## src/rtl/cplrsp_pkg.sv

```systemverilog
package cplrsp_pkg;

    localparam int BYTES_W   = 32;
    localparam int ERR_W     = 8;
    localparam int WORD_W    = 32;
    localparam int LVL_W     = 16;
    localparam int EARLY_BIT = ERR_W;

    typedef logic [LVL_W-1:0]  lvl_t;
    typedef logic [WORD_W-1:0] word_t;

    typedef struct packed {
        logic               early;
        logic [ERR_W-1:0]   err;
        logic [BYTES_W-1:0] bytes;
    } cpl_rec_t;

    typedef enum logic [1:0] {
        WIN_BYTES  = 2'd0,
        WIN_STATUS = 2'd1,
        WIN_LEVEL  = 2'd2,
        WIN_RSVD   = 2'd3
    } win_sel_e;

    function automatic word_t status_word(input cpl_rec_t rec);
        word_t w;
        w = '0;
        w[ERR_W-1:0] = rec.err;
        w[EARLY_BIT] = rec.early;
        return w;
    endfunction

endpackage

```

## src/rtl/cplrsp_fifo.sv

```systemverilog
module cplrsp_fifo
    import cplrsp_pkg::*;
#(
    parameter int DEPTH = 8
) (
    input  logic     clk,
    input  logic     rst,
    input  logic     push,
    input  cpl_rec_t push_rec,
    input  logic     pop,
    output cpl_rec_t head,
    output lvl_t     level,
    output logic     empty,
    output logic     full
);
    localparam int AW = (DEPTH > 1) ? $clog2(DEPTH) : 1;
    localparam int CW = $clog2(DEPTH + 1);
    localparam logic [AW-1:0] LAST = AW'(DEPTH - 1);
    localparam logic [CW-1:0] CMAX = CW'(DEPTH);

    cpl_rec_t        mem [DEPTH];
    logic [AW-1:0]   wr_ptr, rd_ptr;
    logic [CW-1:0]   count;
    logic            do_push, do_pop;

    assign empty   = (count == '0);
    assign full    = (count == CMAX);
    assign do_push = push && !full;
    assign do_pop  = pop && !empty;
    assign head    = mem[rd_ptr];
    assign level   = lvl_t'(count);

    always_ff @(posedge clk) begin
        if (do_push) begin
            mem[wr_ptr] <= push_rec;
        end
    end

    always_ff @(posedge clk) begin
        if (rst) begin
            wr_ptr <= '0;
            rd_ptr <= '0;
            count  <= '0;
        end else begin
            if (do_push) begin
                wr_ptr <= (wr_ptr == LAST) ? '0 : wr_ptr + 1'b1;
            end
            if (do_pop) begin
                rd_ptr <= (rd_ptr == LAST) ? '0 : rd_ptr + 1'b1;
            end
            case ({do_push, do_pop})
                2'b10:   count <= count + 1'b1;
                2'b01:   count <= count - 1'b1;
                default: count <= count;
            endcase
        end
    end

endmodule

```

## src/rtl/cplrsp_window.sv

```systemverilog
module cplrsp_window
    import cplrsp_pkg::*;
(
    input  logic       rd_en,
    input  logic [1:0] rd_addr,
    input  cpl_rec_t   head,
    input  logic       empty,
    input  lvl_t       level,
    output word_t      rd_data,
    output logic       pop_req
);
    win_sel_e sel;

    assign sel     = win_sel_e'(rd_addr);
    assign pop_req = rd_en && (sel == WIN_STATUS) && !empty;

    always_comb begin
        rd_data = '0;
        if (rd_en) begin
            case (sel)
                WIN_BYTES:  rd_data = empty ? '0 : word_t'(head.bytes);
                WIN_STATUS: rd_data = empty ? '0 : status_word(head);
                WIN_LEVEL:  rd_data = word_t'(level);
                default:    rd_data = '0;
            endcase
        end
    end

endmodule

```

## src/rtl/cplrsp_port.sv

```systemverilog
module cplrsp_port
    import cplrsp_pkg::*;
#(
    parameter int DEPTH = 8
) (
    input  logic        clk,
    input  logic        rst,
    input  logic        cpl_valid,
    output logic        cpl_ready,
    input  logic [31:0] cpl_bytes,
    input  logic [7:0]  cpl_err,
    input  logic        cpl_early,
    input  logic        rd_en,
    input  logic [1:0]  rd_addr,
    output logic [31:0] rd_data,
    output logic        rsp_empty,
    output logic        rsp_full,
    output logic [15:0] rsp_level
);
    cpl_rec_t in_rec, head;
    logic     pop_req, full_w, empty_w;
    lvl_t     level_w;

    assign in_rec = '{early: cpl_early, err: cpl_err, bytes: cpl_bytes};

    cplrsp_fifo #(.DEPTH(DEPTH)) u_fifo (
        .clk      (clk),
        .rst      (rst),
        .push     (cpl_valid),
        .push_rec (in_rec),
        .pop      (pop_req),
        .head     (head),
        .level    (level_w),
        .empty    (empty_w),
        .full     (full_w)
    );

    cplrsp_window u_win (
        .rd_en   (rd_en),
        .rd_addr (rd_addr),
        .head    (head),
        .empty   (empty_w),
        .level   (level_w),
        .rd_data (rd_data),
        .pop_req (pop_req)
    );

    assign cpl_ready = !full_w;
    assign rsp_empty = empty_w;
    assign rsp_full  = full_w;
    assign rsp_level = level_w;

endmodule

```

## config.mk

```make
export PLATFORM = sky130hd
export DESIGN_NAME = cplrsp_port
export DESIGN_NICKNAME = d
export VERILOG_FILES = /design/src/rtl/cplrsp_pkg.sv /design/src/rtl/cplrsp_fifo.sv /design/src/rtl/cplrsp_window.sv /design/src/rtl/cplrsp_port.sv
export SDC_FILE = /design/constraint.sdc
export NUM_CORES = 1
export LEC_CHECK = 0
export BUFFER_PORTS_ARGS = -buffer_cell sky130_fd_sc_hd__buf_2
export CAP_MARGIN = 20
export CORE_ASPECT_RATIO = 2
export CORE_MARGIN = 4
export CORE_UTILIZATION = 30
export DETAILED_ROUTE_END_ITERATION = 10
export PLACE_DENSITY = 0.54
export SLEW_MARGIN = 20
export SYNTH_ARGS = -nofsm -noshare
export SYNTH_HDL_FRONTEND = slang
export SYNTH_SLANG_ARGS = --single-unit
```

## constraint.sdc

```tcl
create_clock -name clk -period 7.5 [get_ports clk]
set_clock_uncertainty 0.1 [all_clocks]
set_input_delay 1.5 -clock clk [delete_from_list [all_inputs] [get_ports clk]]
set_output_delay 1.5 -clock clk [all_outputs]
set_load 0.01 [all_outputs]
```

# --- Word-level counts from Yosys, hierarchy flattened ---
# Memory sizes are Yosys's and may differ from the RTL's. A register that Yosys moved wholly into a read port is not among the register bits.
# Cells that the tools add are included.
op_classes:
  muxes: 11
  add_sub_neg: 4
  eq_ne: 7
  reduce_logical: 9
ops:
  columns: ["cell", "n"]
  rows:
  - ["$pmux W32 S3", 1]
  - ["$mux W32", 2]
  - ["$mux W3", 4]
  - ["$mux W9", 1]
  - ["$pmux W4 S2", 1]
  - ["$add A3 B1 Y3 const B", 2]
  - ["$eq A3 B3 Y1 const B", 2]
  - ["$add A4 B1 Y4 const B", 1]
  - ["$eq A2 B1 Y1 const B", 2]
  - ["$eq A2 B2 Y1 const B", 2]
  - ["$eq A4 B4 Y1 const B", 1]
  - ["$logic_and A1 B1 Y1", 4]
  - ["$logic_not A4 Y1", 1]
  - ["$sub A4 B1 Y4 const B", 1]
  - ["$logic_not A1 Y1", 2]
  - ["$logic_not A2 Y1", 1]
  - ["$mux W1", 2]
  - ["$reduce_bool A2 Y1", 1]
word_totals:
  register_bits: 10
  out_inout_bits: 51
  input_bits: 47
  ramBits: 328
  word_cells: 35
  mem_count: 1
mem_list:
  columns: ["name", "depth", "width", "rd", "rd_clocked_by_memory_dff", "wr", "line", "text"]
  rows:
  - ["u_fifo.mem", 8, 41, 1, 1, 1, "cplrsp_fifo.sv:21", "cpl_rec_t mem [DEPTH];"]

# --- Logic depth before layout (Yosys ltp) ---
# Gate-level depths: netlist of the first run.
depth:
  word_depth: 6
  mapped_depth: 11
  ltp_nobuf: 10

# --- Modules after synthesis ---
# From an unflattened synthesis of the first run, not the netlist that was laid out.
unflattened:
  hier_cells: 638
  hier_area_um2: 13919.6
by_module_without_submodules:
  columns: ["mod", "cells_each", "seq_area_each_um2", "n_inst", "area_per_inst_um2"]
  rows:
  - ["cplrsp_fifo", 567, 10109.7, 1, 13417.9]
  - ["cplrsp_window", 70, 0.0, 1, 498.0]
  - ["cplrsp_port", 1, 0.0, 1, 3.8]

# --- Worst setup path after synthesis of the first run ---
# Ideal clock, no wire load.
synth_path:
  kind: "input to register"
  from: "in cpl_valid"
  to: "mem u_fifo.mem[0][0] (netlist bit), enable pin"
  cell_stages: 2
  setup_ps: 541
  slack_ps: 1339
  required_time_ps: 6859
  n_path_buf: 0
  arrival_ps: 5520
  cell_sequence: "nand2_2 nor4_1"
synth_via:
  elab_chain_len: 3
synth_rtl:
  columns: ["element", "line", "text"]
  rows:
  - ["start, declared", "cplrsp_port.sv:8", "input logic cpl_valid,"]
  - ["$logic_and A1 B1 Y1", "cplrsp_fifo.sv:28", "assign do_push = push && !full;"]
  - ["$mux W1", "cplrsp_fifo.sv:34", "if (do_push) begin"]
  - ["$mux W1 (implied by the code)", "cplrsp_fifo.sv:35", "mem[wr_ptr] <= push_rec;"]
  - ["end, declared", "cplrsp_fifo.sv:21", null]
# No other way between the ends.

==> impl_results.md, run 1 <==
* Status: finished, final reports clean
* Seq. cell area at 10100 sq um
* Finished Cell Area at 15200 sq um
* Multiplexer share of the synthesized area at 16.3%
* Die Height at 306 um
* Post-synthesis sequential area ratio at 75.7%
* Reg clk slew, reported paths at 0.07 ns
* Worst-skew pair later-pin latency at 0.54 ns
* Synth area leader: edfxtp_1
* CTS tree: built
* Mapped Cells at 637
* Vias per inst at 4.77
* Area share of the largest cell type after synthesis at 73.8%
* GRT overflow at 0
* Synth warn at 0
* Largest family of logic cells by synthesized area: multiplexers
* Vias post-DR at 6239
* Fill count at 4109
* H-tree depth at 1
* FF-to-FF path depth at 9
* Layout Area Growth over Synthesis at 13.7%
* Largest net degree at the start of global routing at 53
* Final ANT Viol Nets at 0
* DRC viols at 0
* Root buffer cell: clkbuf_16
* Share of layout cells above drive strength 1 at 29.9%
* Synth unique cells at 44
* Critical Path RT at 5.90 ns
* First-pass GRT wire length at 42800 um
* Async SR Flop Fraction at 0%
* Max VDD drop at 0.139 mV
* Synthesized cell area at 13400 sq um
* DRT Pass-1 Iters at 4
* Crit Path Max Fanout at 42
* Complex-gate fraction of the synthesized area at 1.42%
* Rows at 109
* RSZ-0062 raised after global routing: false
* Fin worst setup slack at 2.69 ns
* Synth Area in Simple Gates at 3.34%
* Reg-to-Reg End: u_fifo.count[2]
* CP cell instances: buf_4 -> mux4_2 -> a32oi_1 -> nand3_1 -> buf_2
* Core area at 44100 sq um
* Gpl congestion at 0.690
* Worst Hold Class: flop to flop
* Worst setup EP type: output pin
* GRT Overall Usage at 11.8%
* Multi-input gate area at 3020 sq um
* Largest cells by area after synthesis: edfxtp_1 74%, mux4_2 12%, mux2i_1 3.7%
* Synth Area per Inst at 21.0 sq um
* Initial antenna violation count at 7
* CP max-delay cell: dfxtp_4
* Worst path max stage delay at 0.94 ns
* # IOs at 98
* Final number of setup-violating endpoints at 0
* R2r setup slk at 4.64 ns
* Tmin final at 4.81 ns
* Top post-synthesis cells by count: 328 x edfxtp_1, 74 x mux4_2, 50 x mux2i_1
* Post-DR wirelength/cell at 21.9 um
* Final Hold Viols at 0
* DIE AREA at 48100 sq um
* Vias in the first global route at 6755
* Final Max Slew Viols at 0
* Worst Tran Pin Value at 1.03 ns
* Max Buffers Root-to-Sink at 3
* Register bit count reported by yosys at 341
* Crit path buf inv count at 2
* DR iter-0 viols at 325
* CTS resizes at 0
* DP Area at 14400 sq um
* Final TNS setup at 0 ns
* CP arrival at 3.21 ns
* Initial Util at 30.3%
* Max-cap viol count at 0
* End of the critical path: rd_data[2]
* Post-Synth Adder-Cell Area at 0.656%
* Chip width at 157 um
* Post CTS Setup Buffer Count at 0
* Main synth FF type: edfxtp_1
* Pleak at 4.78 nW
* DP HPWL at 16500 um
* Fin cells at 1307
* Family with the most delay on the worst path: flip-flops
* Final-stage net count at 784
* Most common cell in the synthesized netlist: edfxtp_1
* Final WL at 28600 um
* Worst slack, placed at 2.93 ns
* Pwr Density at 243 nW/um^2
* Crit. path cell count at 5
* CTS buffer count at 27
* Overall power at 3.69 mW
* Sink Count at 341
* Startpoint types: flop
* Relative slew slack at 31.6%
* Fin crit share at 64.1%
* Number of synthesized flops with an enable pin at 328
* Post-Synth XOR/XNOR Area at 0.197%
* Port buffer count at 85
* Worst r2r src: u_fifo.count[1]
* Hold_buf cts at 0
* Max Fclk at 208 MHz
* CP Class: flop to output pin
* Placed cells at 1256
per-layer routing:
| layer | wire, um | vias to the layer above | track usage (%) |
|---|---|---|---|
| li1 | - | 2775 | - |
| met1 | 10600 | 3297 | 13.1 |
| met2 | 16000 | 116 | 22.4 |
| met3 | 1240 | 47 | 2.23 |
| met4 | 762 | 4 | 3.75 |
| met5 | 27 | - | 0 |
area by class of cell:
class	instances	share of cell area [%]
multi-input cells	261	19.9
clock inverters	14	0.734
repair buffers	96	3.35
diodes	4	0.0660
well taps	555	4.58
inverters	3	0.0742
clock buffers	33	4.60
flip-flops and latches	341	66.7
logic make-up after synthesis:
family / Yosys count
DFF: 341
muxes: 125
and+or+nand+nor: 85
buffers and inverters: 46
AOI/OAI and AO/OA: 29
adders and majority gates: 7
xor gates and xnor gates: 3
other: 1
how the worst min path moves through the flow:
stage                      from  slack (ns)    to  cells after the start
6_report       u_fifo.rd_ptr[1]        0.38  flop                      2
4_1_cts        u_fifo.rd_ptr[1]        0.38  flop                      2
5_1_grt        u_fifo.rd_ptr[1]        0.40  flop                      2
2_1_floorplan  u_fifo.rd_ptr[1]        0.35  flop                      2
3_3_place_gp   u_fifo.rd_ptr[1]        0.36  flop                      2
3_5_place_dp   u_fifo.rd_ptr[1]        0.36  flop                      2
tightest hold or removal path, cell delays in order, from the launching register on:
cell and delay, ns:
dfxtp_1 0.31, nand2_1 0.05, a21oi_1 0.07
sequential cells by signal, indices dropped and copies added, names as in the netlist, named ones only:
signal	flops
u_fifo.mem	328
u_fifo.wr_ptr	3
u_fifo.rd_ptr	3
u_fifo.count	4
cell usage in the layout, fill, tap and decap left out, types with 10 or more instances in the layout:
cell type  Yosys  final
buf_4         13     11
mux4_2        74     74
clkbuf_16      0     27
dfxtp_1       13     10
nand2_1       13     13
buf_2         13     85
nand3_1       14     14
mux2i_1       50     50
conb_1         1     12
nor2_1        26     23
edfxtp_1     328    328
through the flow:
step / util (%) / hold WS, ns
after floorplan: - / 0.354
after global placement: 32.6 / 0.362
after detailed placement: 32.6 / 0.365
after CTS: 34.4 / 0.382
after global routing: 34.4 / 0.399
final: 34.5 / 0.379
where the power goes:
part	total (mW)	switching (mW)	leakage [nW]	internal (mW)
combinational	0.191	0.112	1.30	0.0788
clock	1.35	0.622	0.390	0.727
sequential	2.15	0.0226	3.09	2.13
total	3.69	0.757	4.78	2.93
Note: power is estimated with default switching activity, not from simulation.
==> run 2, diff against run 1 <==
==> constraint.sdc (replaced) <==
create_clock -name clk -period 4.8 [get_ports clk]
set_clock_uncertainty 0.1 [all_clocks]
set_input_delay 0.96 -clock clk [delete_from_list [all_inputs] [get_ports clk]]
set_output_delay 0.96 -clock clk [all_outputs]
set_load 0.01 [all_outputs]
==> impl_results.md, run 2 (synthesis results as in run 1) <==
* DRC viols at 0
* Crit Path Max Fanout at 35
* CP Class: flop to output pin
* Most frequent cells in the layout: 328 x edfxtp_1, 85 x buf_2, 74 x mux4_2
* First-pass GRT wire length at 43700 um
* CTS resizes at 0
* Final WL at 29000 um
* Max FFs per register at 328
* GRT Overall Usage at 12.1%
* Family with the most delay on the worst path: multiplexers
* Worst Tran Pin Value at 0.958 ns
* CP max-delay cell: dfxtp_4
* Vias per inst at 4.77
* Worst Hold Class: flop to flop
* Rows at 109
* Final TNS setup at 0 ns
* Core area at 44100 sq um
* Vias in the first global route at 6881
* CTS buffer count at 29
* DP Area at 14400 sq um
* Hold_buf cts at 0
* Gpl congestion at 0.710
* Max Fclk at 259 MHz
* Max-cap viol count at 0
* Worst path max stage delay at 0.81 ns
* Vias post-DR at 6271
* Critical Path RT at 3.74 ns
* Fin crit share at 80.5%
* DIE AREA at 48100 sq um
* Share of layout cells above drive strength 1 at 31.8%
* Largest reg by FF count: u_fifo.mem
* Initial antenna violation count at 6
* Pwr Density at 405 nW/um^2
* Largest net degree at the start of global routing at 62
* Chip width at 157 um
* Met1 Track Usage GR at 13.3%
* Worst-skew pair later-pin latency at 0.56 ns
* Status: finished, final reports clean
* Post CTS Setup Buffer Count at 0
* M2 GR Usage at 22.8%
* Tmin final at 3.86 ns
* Crit path buf inv count at 2
* Final Hold Viols at 0
* DP HPWL at 17500 um
* Post-DR wirelength/cell at 22.1 um
* Final number of setup-violating endpoints at 0
* Root buffer cell: clkbuf_16
* Pleak at 4.93 nW
* # IOs at 98
* Die Height at 306 um
* Finished Cell Area at 15500 sq um
* Reg clk slew, reported paths at 0.07 ns
* RSZ-0062 raised after global routing: false
* Max VDD drop at 0.286 mV
* CP arrival at 2.80 ns
* Minimum hold slack at 0.379 ns
* Startpoint types: flop
* Layout Area Growth over Synthesis at 15.9%
* H-tree depth at 1
* Port buffer count at 85
* Relative slew slack at 36.1%
* R2r setup slk at 1.91 ns
* CTS tree: built
* Overall power at 6.27 mW
* GRT overflow at 0
* Most crowded layer after global routing: met2
* DRT Pass-1 Iters at 5
* DR iter-0 viols at 419
* Final Max Slew Viols at 0
* Final ANT Viol Nets at 0
* Top flop regs: u_fifo.mem: 328 flops, u_fifo.count: 4 flops
* Final-stage net count at 791
* CP cell instances: buf_4 -> mux4_2 -> mux2i_1 -> nor2_2 -> buf_2
* Worst setup EP type: output pin
* Initial Util at 30.3%
* Met3 Use GR at 2.05%
* Sink Count at 341
* Max Buffers Root-to-Sink at 3
* Most common cell after layout, fill and taps aside: edfxtp_1
* Fill count at 4069
[run 2: cell count changes in the layout (fill, tap and decap cells not counted)]
| cell | before | now |
|---|---|---|
| clkbuf_16 | 27 | 29 |
| clkinv_1 | 9 | 1 |
| clkbuf_1 | 6 | 8 |
| diode_2 | 4 | 2 |
| clkinv_4 | 0 | 1 |
| clkinv_2 | 2 | 3 |
| clkbuf_8 | 0 | 2 |
| nor4_4 | 0 | 1 |
| nor4_2 | 1 | 0 |
| buf_4 | 11 | 15 |
| buf_12 | 0 | 1 |
| bufinv_16 | 2 | 8 |
[run 2: path summary, 6_finish.rpt]
check | start | endpoint | depth (start not counted)
worst max register to register | u_fifo.count[1] | u_fifo.count[2] | 9
worst min-delay path | u_fifo.rd_ptr[2] | flop | 2
worst min register to register | u_fifo.rd_ptr[2] | flop | 2
worst max-delay path | flop | rd_data[30] | 5
[run 2: final cells by class]
cell class	instances	area, sq um	share of cell area, %
well taps	555	694	4.49
clock inverters	14	275	1.78
clock buffers	39	783	5.06
diodes	2	5.00	0.0323
multi-input cells	261	3030	19.6
flip-flops and latches	341	10100	65.4
repair buffers	101	558	3.61
inverters	3	11.3	0.0728
[run 2: worst register-to-register path: cells and delay by family (launching register included)]
kind / cells / cell delay [ns]
flip-flops: 1 / 0.43
XOR/XNOR: 2 / 0.34
adder cells (fa/ha/maj): 2 / 0.48
AND/OR/NAND/NOR: 3 / 1.29
AO/OA/AOI/OAI: 2 / 0.19
[run 2: stage by stage]
step	std cells	setup slack [ns]	utilization [%]
after CTS	1314	0.810	35.1
final	1316	0.935	35.1
after floorplan	648	0.266	-
after global placement	1261	1.31	32.7
after global routing	1314	0.729	35.1
after detailed placement	1261	1.30	32.7
[run 2: metal layers]
metal	part of all wire, %	up-vias
met1	36	3282
met4	3.5	6
met3	4.5	58
met2	55	143
met5	0.12	-
li1	-	2782
[run 2: power breakdown]
group / total, mW / internal, mW / switching [mW]
combinational: 0.305 / 0.126 / 0.179
clock: 2.61 / 1.58 / 1.03
sequential: 3.36 / 3.32 / 0.0345
total: 6.27 / 5.03 / 1.24
